**src/rtl/msg_pkg.sv**
```systemverilog
package msg_pkg;
  typedef enum logic [1:0] {
    PASS_IDLE,
    PASS_CURSOR,
    PASS_TEXT
  } pass_e;

  typedef enum logic [2:0] {
    PH_IDLE,
    PH_GAP,
    PH_SETUP,
    PH_LOW,
    PH_HOLD
  } phase_e;
endpackage

```
**src/rtl/msg_buffer.sv**
```systemverilog
module msg_buffer #(
  parameter int DEPTH  = 16,
  parameter int CODE_W = 7,
  localparam int AW    = $clog2(DEPTH)
) (
  input  logic              clk,
  input  logic              we,
  input  logic [AW-1:0]     waddr,
  input  logic [CODE_W-1:0] wdata,
  input  logic [AW-1:0]     raddr,
  output logic [CODE_W-1:0] rdata
);
  logic [CODE_W-1:0] mem [DEPTH];

  always_ff @(posedge clk) begin
    if (we) mem[waddr] <= wdata;
    rdata <= mem[raddr];
  end
endmodule

```
**src/rtl/pos_decoder.sv**
```systemverilog
module pos_decoder #(
  parameter int NUM_DISP = 4,
  parameter int DIGITS   = 4,
  localparam int ADDR_W  = $clog2(DIGITS),
  localparam int SEL_W   = $clog2(NUM_DISP),
  localparam int POS_W   = ADDR_W + SEL_W
) (
  input  logic [POS_W-1:0]    pos,
  input  logic                active,
  output logic [ADDR_W-1:0]   addr,
  output logic [NUM_DISP-1:0] sel
);
  assign addr = pos[ADDR_W-1:0];

  for (genvar k = 0; k < NUM_DISP; k++) begin : g_sel
    assign sel[k] = active && (pos[POS_W-1:ADDR_W] == SEL_W'(k));
  end
endmodule

```
**src/rtl/strobe_timer.sv**
```systemverilog
module strobe_timer
  import msg_pkg::*;
#(
  parameter int SETUP_CYC  = 2,
  parameter int STROBE_CYC = 3,
  parameter int HOLD_CYC   = 2,
  localparam int MAX_A     = (SETUP_CYC > STROBE_CYC) ? SETUP_CYC : STROBE_CYC,
  localparam int MAX_C     = (MAX_A > HOLD_CYC) ? MAX_A : HOLD_CYC,
  localparam int CNT_W     = $clog2(MAX_C + 1)
) (
  input  logic   clk,
  input  logic   rst,
  input  logic   go,
  output phase_e phase,
  output logic   fin,
  output logic   wr_n,
  output logic   window
);
  phase_e            phase_q, phase_nxt;
  logic [CNT_W-1:0]  cnt_q, cnt_nxt;
  logic              wr_n_q, win_q;

  always_comb begin
    phase_nxt = phase_q;
    cnt_nxt   = cnt_q;
    fin       = 1'b0;
    case (phase_q)
      PH_IDLE: if (go) phase_nxt = PH_GAP;
      PH_GAP: begin
        phase_nxt = PH_SETUP;
        cnt_nxt   = CNT_W'(SETUP_CYC - 1);
      end
      PH_SETUP: begin
        if (cnt_q == '0) begin
          phase_nxt = PH_LOW;
          cnt_nxt   = CNT_W'(STROBE_CYC - 1);
        end else cnt_nxt = cnt_q - 1'b1;
      end
      PH_LOW: begin
        if (cnt_q == '0) begin
          phase_nxt = PH_HOLD;
          cnt_nxt   = CNT_W'(HOLD_CYC - 1);
        end else cnt_nxt = cnt_q - 1'b1;
      end
      PH_HOLD: begin
        if (cnt_q == '0) begin
          fin       = 1'b1;
          phase_nxt = go ? PH_GAP : PH_IDLE;
        end else cnt_nxt = cnt_q - 1'b1;
      end
      default: phase_nxt = PH_IDLE;
    endcase
  end

  always_ff @(posedge clk) begin
    if (rst) begin
      phase_q <= PH_IDLE;
      cnt_q   <= '0;
      wr_n_q  <= 1'b1;
      win_q   <= 1'b0;
    end else begin
      phase_q <= phase_nxt;
      cnt_q   <= cnt_nxt;
      wr_n_q  <= (phase_nxt != PH_LOW);
      win_q   <= (phase_nxt == PH_SETUP) || (phase_nxt == PH_LOW) ||
                 (phase_nxt == PH_HOLD);
    end
  end

  assign phase  = phase_q;
  assign wr_n   = wr_n_q;
  assign window = win_q;

  a_r5_strobe_count_bound: assert property (@(posedge clk) disable iff (rst)
    (phase_q == PH_LOW) |-> (int'(cnt_q) < STROBE_CYC));
  a_r5_setup_before_fall: assert property (@(posedge clk) disable iff (rst)
    $fell(wr_n_q) |-> $past(win_q));
  a_r5_hold_after_rise: assert property (@(posedge clk) disable iff (rst)
    $rose(wr_n_q) |-> win_q);
endmodule

```
**src/rtl/msg_loader_seq.sv**
```systemverilog
module msg_loader_seq
  import msg_pkg::*;
#(
  parameter int NUM_DISP   = 4,
  parameter int DIGITS     = 4,
  parameter int CODE_W     = 7,
  parameter int SETUP_CYC  = 2,
  parameter int STROBE_CYC = 3,
  parameter int HOLD_CYC   = 2,
  localparam int MSG_LEN   = NUM_DISP * DIGITS,
  localparam int ADDR_W    = $clog2(DIGITS),
  localparam int POS_W     = $clog2(MSG_LEN)
) (
  input  logic                clk,
  input  logic                rst,
  input  logic                start,
  input  logic                mode_6bit,
  input  logic                ld_en,
  input  logic [POS_W-1:0]    ld_addr,
  input  logic [CODE_W-1:0]   ld_code,
  output logic [CODE_W-1:0]   disp_data,
  output logic [ADDR_W-1:0]   digit_addr,
  output logic [NUM_DISP-1:0] disp_sel,
  output logic                cursor_sel_n,
  output logic                wr_n,
  output logic                cursor_en,
  output logic                blank_n,
  output logic                clear_n,
  output logic                busy,
  output logic                done
);
  localparam logic [POS_W-1:0] LAST_POS = POS_W'(MSG_LEN - 1);

  pass_e             pass_q, pass_nxt;
  logic [POS_W-1:0]  pos_q, pos_nxt;
  logic              go, fin, win, done_nxt, done_q;
  phase_e            phase;
  logic [CODE_W-1:0] rd_code, code_fix, data_q;
  logic [POS_W-1:0]  lat_pos_q;
  logic              cu_n_q;

  always_comb begin
    pass_nxt = pass_q;
    pos_nxt  = pos_q;
    go       = 1'b0;
    done_nxt = 1'b0;
    case (pass_q)
      PASS_IDLE: if (start) begin
        pass_nxt = PASS_CURSOR;
        pos_nxt  = LAST_POS;
        go       = 1'b1;
      end
      PASS_CURSOR: if (fin) begin
        go = 1'b1;
        if (pos_q == '0) begin
          pass_nxt = PASS_TEXT;
          pos_nxt  = '0;
        end else pos_nxt = pos_q - 1'b1;
      end
      PASS_TEXT: if (fin) begin
        if (pos_q == LAST_POS) begin
          pass_nxt = PASS_IDLE;
          done_nxt = 1'b1;
        end else begin
          pos_nxt = pos_q + 1'b1;
          go      = 1'b1;
        end
      end
      default: pass_nxt = PASS_IDLE;
    endcase
  end

  always_ff @(posedge clk) begin
    if (rst) begin
      pass_q <= PASS_IDLE;
      pos_q  <= '0;
      done_q <= 1'b0;
    end else begin
      pass_q <= pass_nxt;
      pos_q  <= pos_nxt;
      done_q <= done_nxt;
    end
  end

  msg_buffer #(.DEPTH(MSG_LEN), .CODE_W(CODE_W)) u_buf (
    .clk   (clk),
    .we    (ld_en),
    .waddr (ld_addr),
    .wdata (ld_code),
    .raddr (pos_nxt),
    .rdata (rd_code)
  );

  strobe_timer #(.SETUP_CYC(SETUP_CYC), .STROBE_CYC(STROBE_CYC),
                 .HOLD_CYC(HOLD_CYC)) u_tmr (
    .clk    (clk),
    .rst    (rst),
    .go     (go),
    .phase  (phase),
    .fin    (fin),
    .wr_n   (wr_n),
    .window (win)
  );

  always_comb begin
    code_fix = rd_code;
    if (mode_6bit) code_fix[CODE_W-1] = ~rd_code[CODE_W-2];
  end

  always_ff @(posedge clk) begin
    if (rst) begin
      data_q    <= '0;
      lat_pos_q <= '0;
      cu_n_q    <= 1'b1;
    end else if (phase == PH_GAP) begin
      data_q    <= (pass_q == PASS_CURSOR) ? '0 : code_fix;
      lat_pos_q <= pos_q;
      cu_n_q    <= (pass_q != PASS_CURSOR);
    end
  end

  pos_decoder #(.NUM_DISP(NUM_DISP), .DIGITS(DIGITS)) u_dec (
    .pos    (lat_pos_q),
    .active (win),
    .addr   (digit_addr),
    .sel    (disp_sel)
  );

  assign disp_data    = data_q;
  assign cursor_sel_n = cu_n_q;
  assign cursor_en    = 1'b1;
  assign blank_n      = 1'b1;
  assign clear_n      = 1'b1;
  assign busy         = (pass_q != PASS_IDLE);
  assign done         = done_q;

  a_r1_sel_onehot: assert property (@(posedge clk) disable iff (rst)
    $onehot0(disp_sel));
  a_r1_strobe_needs_sel: assert property (@(posedge clk) disable iff (rst)
    !wr_n |-> (disp_sel != '0));
  a_r6_window_stable: assert property (@(posedge clk) disable iff (rst)
    ((disp_sel != '0) && ($past(disp_sel) != '0)) |->
      ($stable(disp_data) && $stable(digit_addr) && $stable(cursor_sel_n)));
  a_r2_cursor_data_zero: assert property (@(posedge clk) disable iff (rst)
    ((disp_sel != '0) && !cursor_sel_n) |-> (disp_data == '0));
  a_r7_done_single: assert property (@(posedge clk) disable iff (rst)
    done |=> !done);
  a_r7_done_not_busy: assert property (@(posedge clk) disable iff (rst)
    done |-> !busy);
endmodule

```
**config.mk**
```make
export PLATFORM = sky130hd
export DESIGN_NAME = msg_loader_seq
export DESIGN_NICKNAME = d
export VERILOG_FILES = /design/src/rtl/msg_pkg.sv /design/src/rtl/msg_buffer.sv /design/src/rtl/pos_decoder.sv /design/src/rtl/strobe_timer.sv /design/src/rtl/msg_loader_seq.sv
export SDC_FILE = /design/constraint.sdc
export NUM_CORES = 1
export LEC_CHECK = 0
export BUFFER_PORTS_ARGS = -buffer_cell sky130_fd_sc_hd__buf_2
export CAP_MARGIN = 40
export CORE_UTILIZATION = 30
export CTS_CLUSTER_SIZE = 8
export DETAILED_ROUTE_END_ITERATION = 8
export PLACE_DENSITY_LB_ADDON = 0.2
export SLEW_MARGIN = 5
export SYNTH_ARGS = -nofsm -noshare
export SYNTH_HDL_FRONTEND = slang
export SYNTH_SLANG_ARGS = --single-unit
```
**constraint.sdc**
```tcl
create_clock -name clk -period 4.9 [get_ports clk]
set_input_delay 0 -clock clk [delete_from_list [all_inputs] [get_ports clk]]
set_output_delay 0 -clock clk [all_outputs]
set_load 0.05 [all_outputs]
```
# After elaboration in Yosys (flattened, before gate mapping)
# Memory sizes are Yosys's and may differ from the RTL's. A register that Yosys moved wholly into a read port is not among the register bits.
# Cells that the tools add are included.
# op_classes
add_sub_neg,3
eq_ne,21
mux,34
bitwise,3
n_reduce_logical,16
# ops
operator,n
4-bit two-way mux,5
2-bit two-way mux,8
3-bit one-hot mux with 5 select lines,1
"3-bit by 2-bit == test with 1-bit output, second input constant",4
3-bit two-way mux,4
"2-bit inequality test, second input constant",6
4-bit one-hot mux with 3 select lines,1
1-bit two-way mux,11
2-bit one-hot mux with 4 select lines,1
7-bit two-way mux,1
"2-bit == test, second input constant",3
"3-bit == test, second input constant",2
2-bit zero test,3
2-bit one-hot mux with 3 select lines,1
5-bit AND reduction,1
"4-bit by 1-bit adder with 4-bit output, second input constant",1
"2-bit by 1-bit == test with 1-bit output, second input constant",2
"4-bit == test, second input constant",1
1-bit logical AND,4
4-bit zero test,1
4-bit nonzero test,1
"4-bit by 1-bit subtractor with 4-bit output, second input constant",1
"3-bit by 1-bit == test with 1-bit output, second input constant",1
3-bit zero test,1
other kinds (9),12
# totals
ff_bits,26
ramBits,112
inputBits,16
out_inout_bits,20
elab_cells,88
memories,1
# mem_list
name,depth,width,read_ports,rd_ports_with_merged_regs,wr,line,source
u_buf.mem,16,7,1,1,1,msg_buffer.sv:13,logic [CODE_W-1:0] mem [DEPTH];

# Logic depth before layout (Yosys ltp)
# depth
ltp_word,11
depth_mapped,11
depth_no_buf,9

# By module
# Synthesis repeated with hierarchy kept, for this count alone.
# unflattened
hier_cells,399
area_unflattened_um2,6114.6
# modules_own_cells
mod,instances,cells_per_inst,area_each_um2,seq_area_each_um2
msg_buffer,1,203,4530.6,3503.4
msg_loader_seq,1,145,1088.5,380.4
strobe_timer,1,45,442.9,140.1
pos_decoder,1,6,52.6,0.0

# Worst setup path after synthesis
# OpenSTA, ideal clock, no wires.
# synth_timing
kind,reg-to-reg
start,register u_tmr.cnt_q[1]
end,register u_buf.rdata[0] (read register of u_buf.mem)
setup_time_ps,134
arrival_ps,2700
required_time_ps,4766
slack_ps,2066
stages_incl_launch_ff,12
n_path_buf,2
period_less_slack_ps,2834
path_cell_list,dfxtp_1 -> inv_1 -> ha_1 -> nand4bb_1 -> buf_4 -> nor2_1 -> mux2_4 -> a211oi_4 -> buf_4 -> mux2i_1 -> o22ai_1 -> or4_1
# synth_via
elab_chain_cells,5
word_cells_on_any_way,6
classes_between,mux (5); reduce/logical (1)
# synth_lines
item,line,source
from (decl),strobe_timer.sv:20,"logic [CNT_W-1:0] cnt_q, cnt_nxt;"
from (signal assigned),strobe_timer.sv:63,cnt_q <= cnt_nxt;
2-bit zero test (*),strobe_timer.sv:46,if (cnt_q == '0) begin
1-bit two-way mux (*),strobe_timer.sv:46,
1-bit two-way mux (*),strobe_timer.sv:27,case (phase_q)
"4-bit two-way mux, on equally long branches","msg_loader_seq.sv:60, msg_loader_seq.sv:53",
4-bit one-hot mux with 3 select lines (*),msg_loader_seq.sv:47,case (pass_q)
to (decl),msg_buffer.sv:11,output logic [CODE_W-1:0] rdata
# Mark *: on every way between the ends. The rest lies on a longest branch, timed or not.
# A chain may end at the register's enable or synchronous reset.

# Final worst setup path
# Same ends and word-level chain as after synthesis.

==> flow_metrics.py <==
metrics = {
    "detailed_routing": {
        "dr.pass1.iters": 4,
        "wire_per_inst_um": 18.4,
        "antenna_violating_nets_post_route": 0,
        "post-route-drc-count": 0,
        "via_per_inst": 4.78,
        "detailedRoute.firstIterationViolations": 162,
        "dr_total_vias": 3618,
        "drt_wl_total_mm": 13.9,
    },
    "final_layout": {
        "area.sequential_um2": 4020,
        "fin_nets": 501,
        "antenna_cells": 0,
        "flow.area_growth_from_synthesis_pct": 16.9,
        "multi_input_comb_area_um2": 1880,
        "drive_gt1_frac": 0.175,
        "n_fill_cell": 1880,
    },
    "clock_network": {
        "cts_made_buffers": 17,
        "tritoncts": "yes",
        "htree_levels": 4,
        "cts.root.buffer_cell": "sky130_fd_sc_hd__clkbuf_16",
        "cts_post_setup_buffers_inserted": 0,
        "clock_tree.buffer_depth": 2,
        "cts_sinks": 145,
        "postCtsResizedCells": 0,
        "clock_insertion_delay_worst_skew_ns": 0.41,
        "clk_pin_slew_worst_paths_ns": 0.06,
    },
    "floorplan": {
        "total_core_area_um2": 19700,
        "i_o_pins": 36,
        "vert_die_dim_um": 145,
        "die_width_um": 145,
        "initial_cell_density_of_the_core": 0.309,
        "row_count": 51,
        "floorplan.die_area_um2": 20900,
    },
    "synthesis": {
        "synth.largest_area_cell": "sky130_fd_sc_hd__edfxtp_1",
        "netlist.area_leader.share": 0.551,
        "synth-async-reset-ratio": 0,
        "synth_cell_types": 62,
        "syn-mean-instance-area_um2": 13.7,
        "number_of_synthesized_flops_with_an_enable_pin": 112,
        "mapped_area_um2": 6100,
        "seq_area_frac_synth": 0.660,
        "netlist_top_cells_area": "sky130_fd_sc_hd__edfxtp_1 55%, sky130_fd_sc_hd__dfxtp_1 11%, sky130_fd_sc_hd__mux2i_1 9.5%, sky130_fd_sc_hd__o22ai_1 2.9%, sky130_fd_sc_hd__buf_4 1.7%",
        "ys_dominant_reg_cell": "sky130_fd_sc_hd__edfxtp_1",
        "ys_warn_count": 0,
        "synth-seq-cells": 145,
        "synthCells": 444,
    },
    "pwr": {
        "cell_internal_pwr_mw": 2.30,
        "power_frac_seq": 0.461,
        "clockPowerShare": 0.432,
        "power.leakage_nw": 2.57,
        "p_comb_frac": 0.106,
        "switching_share": 0.250,
        "vdd_ir_drop_max_mv": 0.320,
        "p_sw_mw": 0.769,
        "powerDensity_nw_per_um2": 430,
    },
    "sta": {
        "fmax_mhz": 272,
        "final.period_utilization": 0.750,
        "worst_slack_ns": 1.23,
        "finalSetupViolCount": 0,
        "slew-limit-headroom": 0.398,
        "maxSlewViolCount": 0,
        "final_hold_violations": 0,
        "post_route_minimum_period_ns": 3.67,
        "tightestPinTransition_ns": 0.900,
        "fin_skew_ns": 0.00780,
        "timing.setup.tns_ns": 0,
        "setup_repair_after_global_routing_missed_its_margin": "false",
    },
    "status": {
        "run_status": "completed",
    },
    "worst_setup_path": {
        "cp_max_fo": 24,
        "crit_path_end_kind": "flop",
        "worst_ep_required_time_ns": 5.18,
        "crit_path_max_incr_delay_ns": 0.70,
        "crit_path_cell_trace": "inv_1 -> ha_1 -> nand4bb_1 -> nor4b_2 -> a2111oi_4 -> nor2_4 -> or3_1 -> o22ai_1 -> or4_1",
        "critical_path.slowest_cell": "sky130_fd_sc_hd__nor2_4",
        "worst_setup_sp_type": "flop",
        "critPathArrivalTime_ns": 3.95,
        "critPathKind": "flop to flop",
    },
    "global_route": {
        "number_of_global_route_vias_before_repair": 3585,
        "groute.usage.overall": 0.144,
        "grt-ovfl-total": 0,
        "initial_antenna_violation_count": 0,
        "wire_length_of_the_first_global_routing_pass_mm": 21.5,
        "grt_start_max_net_pins": 34,
    },
    "place": {
        "hpwl_mm": 9.45,
        "finalWeightedCongestion": 0.888,
        "pre_cts_slack_ns": 1.20,
        "io_buffers": 32,
    },
    "flow_run": {
        "timing.max_cap.violations": 0,
    },
    "hold_path": {
        "timing.hold.worst.class": "input port to flop",
    },
}
==> path summary, 6_finish.rpt <==
check / cells after the start / start / slack, ns / to
max: 9 / u_tmr.cnt_q[1]$_SDFFE_PP0P_ / 1.23 / u_buf.rdata[0]$_DFF_P_
min: 1 / ld_code[0] / 0.008 / u_buf.mem[2][0]$_DFFE_PP_
max reg2reg: 9 / u_tmr.cnt_q[1]$_SDFFE_PP0P_ / 1.23 / u_buf.rdata[0]$_DFF_P_
min reg2reg: 2 / lat_pos_q[1]$_SDFFE_PP0P_ / 0.45 / lat_pos_q[1]$_SDFFE_PP0P_
==> placed cells by master (no fill, tap or decap), types with 2 or more instances in the layout <==
cell type,instances
sky130_fd_sc_hd__nor3_1,7
sky130_fd_sc_hd__or2_2,2
sky130_fd_sc_hd__a21oi_1,18
sky130_fd_sc_hd__ha_1,5
sky130_fd_sc_hd__nor2_1,28
sky130_fd_sc_hd__nor2b_1,5
sky130_fd_sc_hd__o22ai_1,28
sky130_fd_sc_hd__clkinvlp_4,2
sky130_fd_sc_hd__nand2_1,28
sky130_fd_sc_hd__edfxtp_1,112
sky130_fd_sc_hd__nand3_2,2
sky130_fd_sc_hd__o21ai_0,4
sky130_fd_sc_hd__inv_8,2
sky130_fd_sc_hd__and3_1,3
sky130_fd_sc_hd__clkinv_4,3
sky130_fd_sc_hd__clkbuf_16,17
sky130_fd_sc_hd__buf_2,35
sky130_fd_sc_hd__inv_6,2
sky130_fd_sc_hd__nand3b_1,3
sky130_fd_sc_hd__dlygate4sd3_1,5
sky130_fd_sc_hd__a221o_1,2
sky130_fd_sc_hd__mux2i_1,58
sky130_fd_sc_hd__buf_4,5
sky130_fd_sc_hd__and3b_1,2
sky130_fd_sc_hd__dfxtp_1,33
sky130_fd_sc_hd__or4_1,8
sky130_fd_sc_hd__bufinv_16,3
sky130_fd_sc_hd__nor4_1,3
sky130_fd_sc_hd__inv_1,8
sky130_fd_sc_hd__nand2b_1,5
sky130_fd_sc_hd__nand3_1,11
sky130_fd_sc_hd__or3_1,5
sky130_fd_sc_hd__conb_1,3
sky130_fd_sc_hd__nor3b_1,2
==> logic make-up (layout without fill, tap and decap cells) <==
kind of cell | Yosys count | count (layout) | synth area share
flip-flops | 145 | 145 | 0.660
AND/OR/NAND/NOR | 126 | 126 | 0.116
AO/OA/AOI/OAI | 67 | 67 | 0.0769
multiplexers | 60 | 60 | 0.0995
buffers and inverters | 38 | 84 | 0.0345
adder cells (fa/ha/maj) | 5 | 5 | 0.0103
XOR/XNOR | 2 | 2 | 0.00287
other | 1 | 3 | 0.000615
==> worst max-delay path: cells and delay by family (launching register included) <==
family	cells	cell delay [ns]
adders and majority gates	1	0.31
and+or+nand+nor	5	2.46
AOI/OAI and AO/OA	2	0.30
DFF	1	0.36
buffers and inverters	1	0.10
==> sequential cells by signal (all words and copies together), names as in the netlist <==
signal	cells
u_buf.mem	112
disp_data	7
u_buf.rdata	7
lat_pos_q	4
pos_q	4
u_tmr.phase	3
pass_q	2
u_tmr.cnt_q	2
cursor_sel_n	1
done	1
u_tmr.window	1
u_tmr.wr_n	1
==> cell usage after synthesis, types with 3 or more instances <==
cell,instances
sky130_fd_sc_hd__edfxtp_1,112
sky130_fd_sc_hd__mux2i_1,58
sky130_fd_sc_hd__dfxtp_1,33
sky130_fd_sc_hd__nand2_1,28
sky130_fd_sc_hd__nor2_1,28
sky130_fd_sc_hd__o22ai_1,28
sky130_fd_sc_hd__a21oi_1,18
sky130_fd_sc_hd__buf_4,14
sky130_fd_sc_hd__nand3_1,11
sky130_fd_sc_hd__clkbuf_1,8
sky130_fd_sc_hd__inv_1,8
sky130_fd_sc_hd__or4_1,8
sky130_fd_sc_hd__nor3_1,7
sky130_fd_sc_hd__buf_2,5
sky130_fd_sc_hd__ha_1,5
sky130_fd_sc_hd__nand2b_1,5
sky130_fd_sc_hd__nor2b_1,5
sky130_fd_sc_hd__or3_1,5
sky130_fd_sc_hd__o21ai_0,4
sky130_fd_sc_hd__and3_1,3
sky130_fd_sc_hd__nand3b_1,3
sky130_fd_sc_hd__nor4_1,3
==> through the flow <==
stage	utilization	hold slack (ns)	total power [mW]	instances	area (µm²)
global placement	0.326	0.347	1.76	715	6440
floorplan	-	0.0989	1.67	446	6110
finish	0.362	0.00792	3.07	757	7130
CTS	0.362	0.00338	3.09	757	7130
detailed placement	0.328	0.376	1.77	721	6470
global route	0.362	0.0121	3.18	757	7130
==> timing repair <==
item,in CTS,in global routing
hold endpoints to repair,35,0
endpoints found under the setup margin,0,0
hold buffers,5,0
==> layout make-up <==
cell class / count / share of cell area
clock buffers: 17 / 0.0597
clock inverters: 14 / 0.0253
inverters: 8 / 0.00421
multi-input cells: 263 / 0.263
flip-flops and latches: 145 / 0.564
well taps: 265 / 0.0465
repair buffers: 45 / 0.0368
==> power by group through the flow <==
stage / registers, mW / clock network, mW / logic [mW]
after detailed placement: 1.44 / 0 / 0.325
after CTS: 1.42 / 1.35 / 0.329
final: 1.42 / 1.33 / 0.326
after global placement: 1.44 / 0 / 0.320
after floorplan: 1.44 / 0 / 0.237
after global routing: 1.42 / 1.40 / 0.356
==> layer usage <==
layer  vias up  track usage  wire [µm]
met5         -            0          0
met4         0       0.0548        339
met3        19       0.0371        554
met2        97        0.229       6410
met1      1750        0.188       6600
li1       1752            -          -
Power figures use the tool's default switching activity.
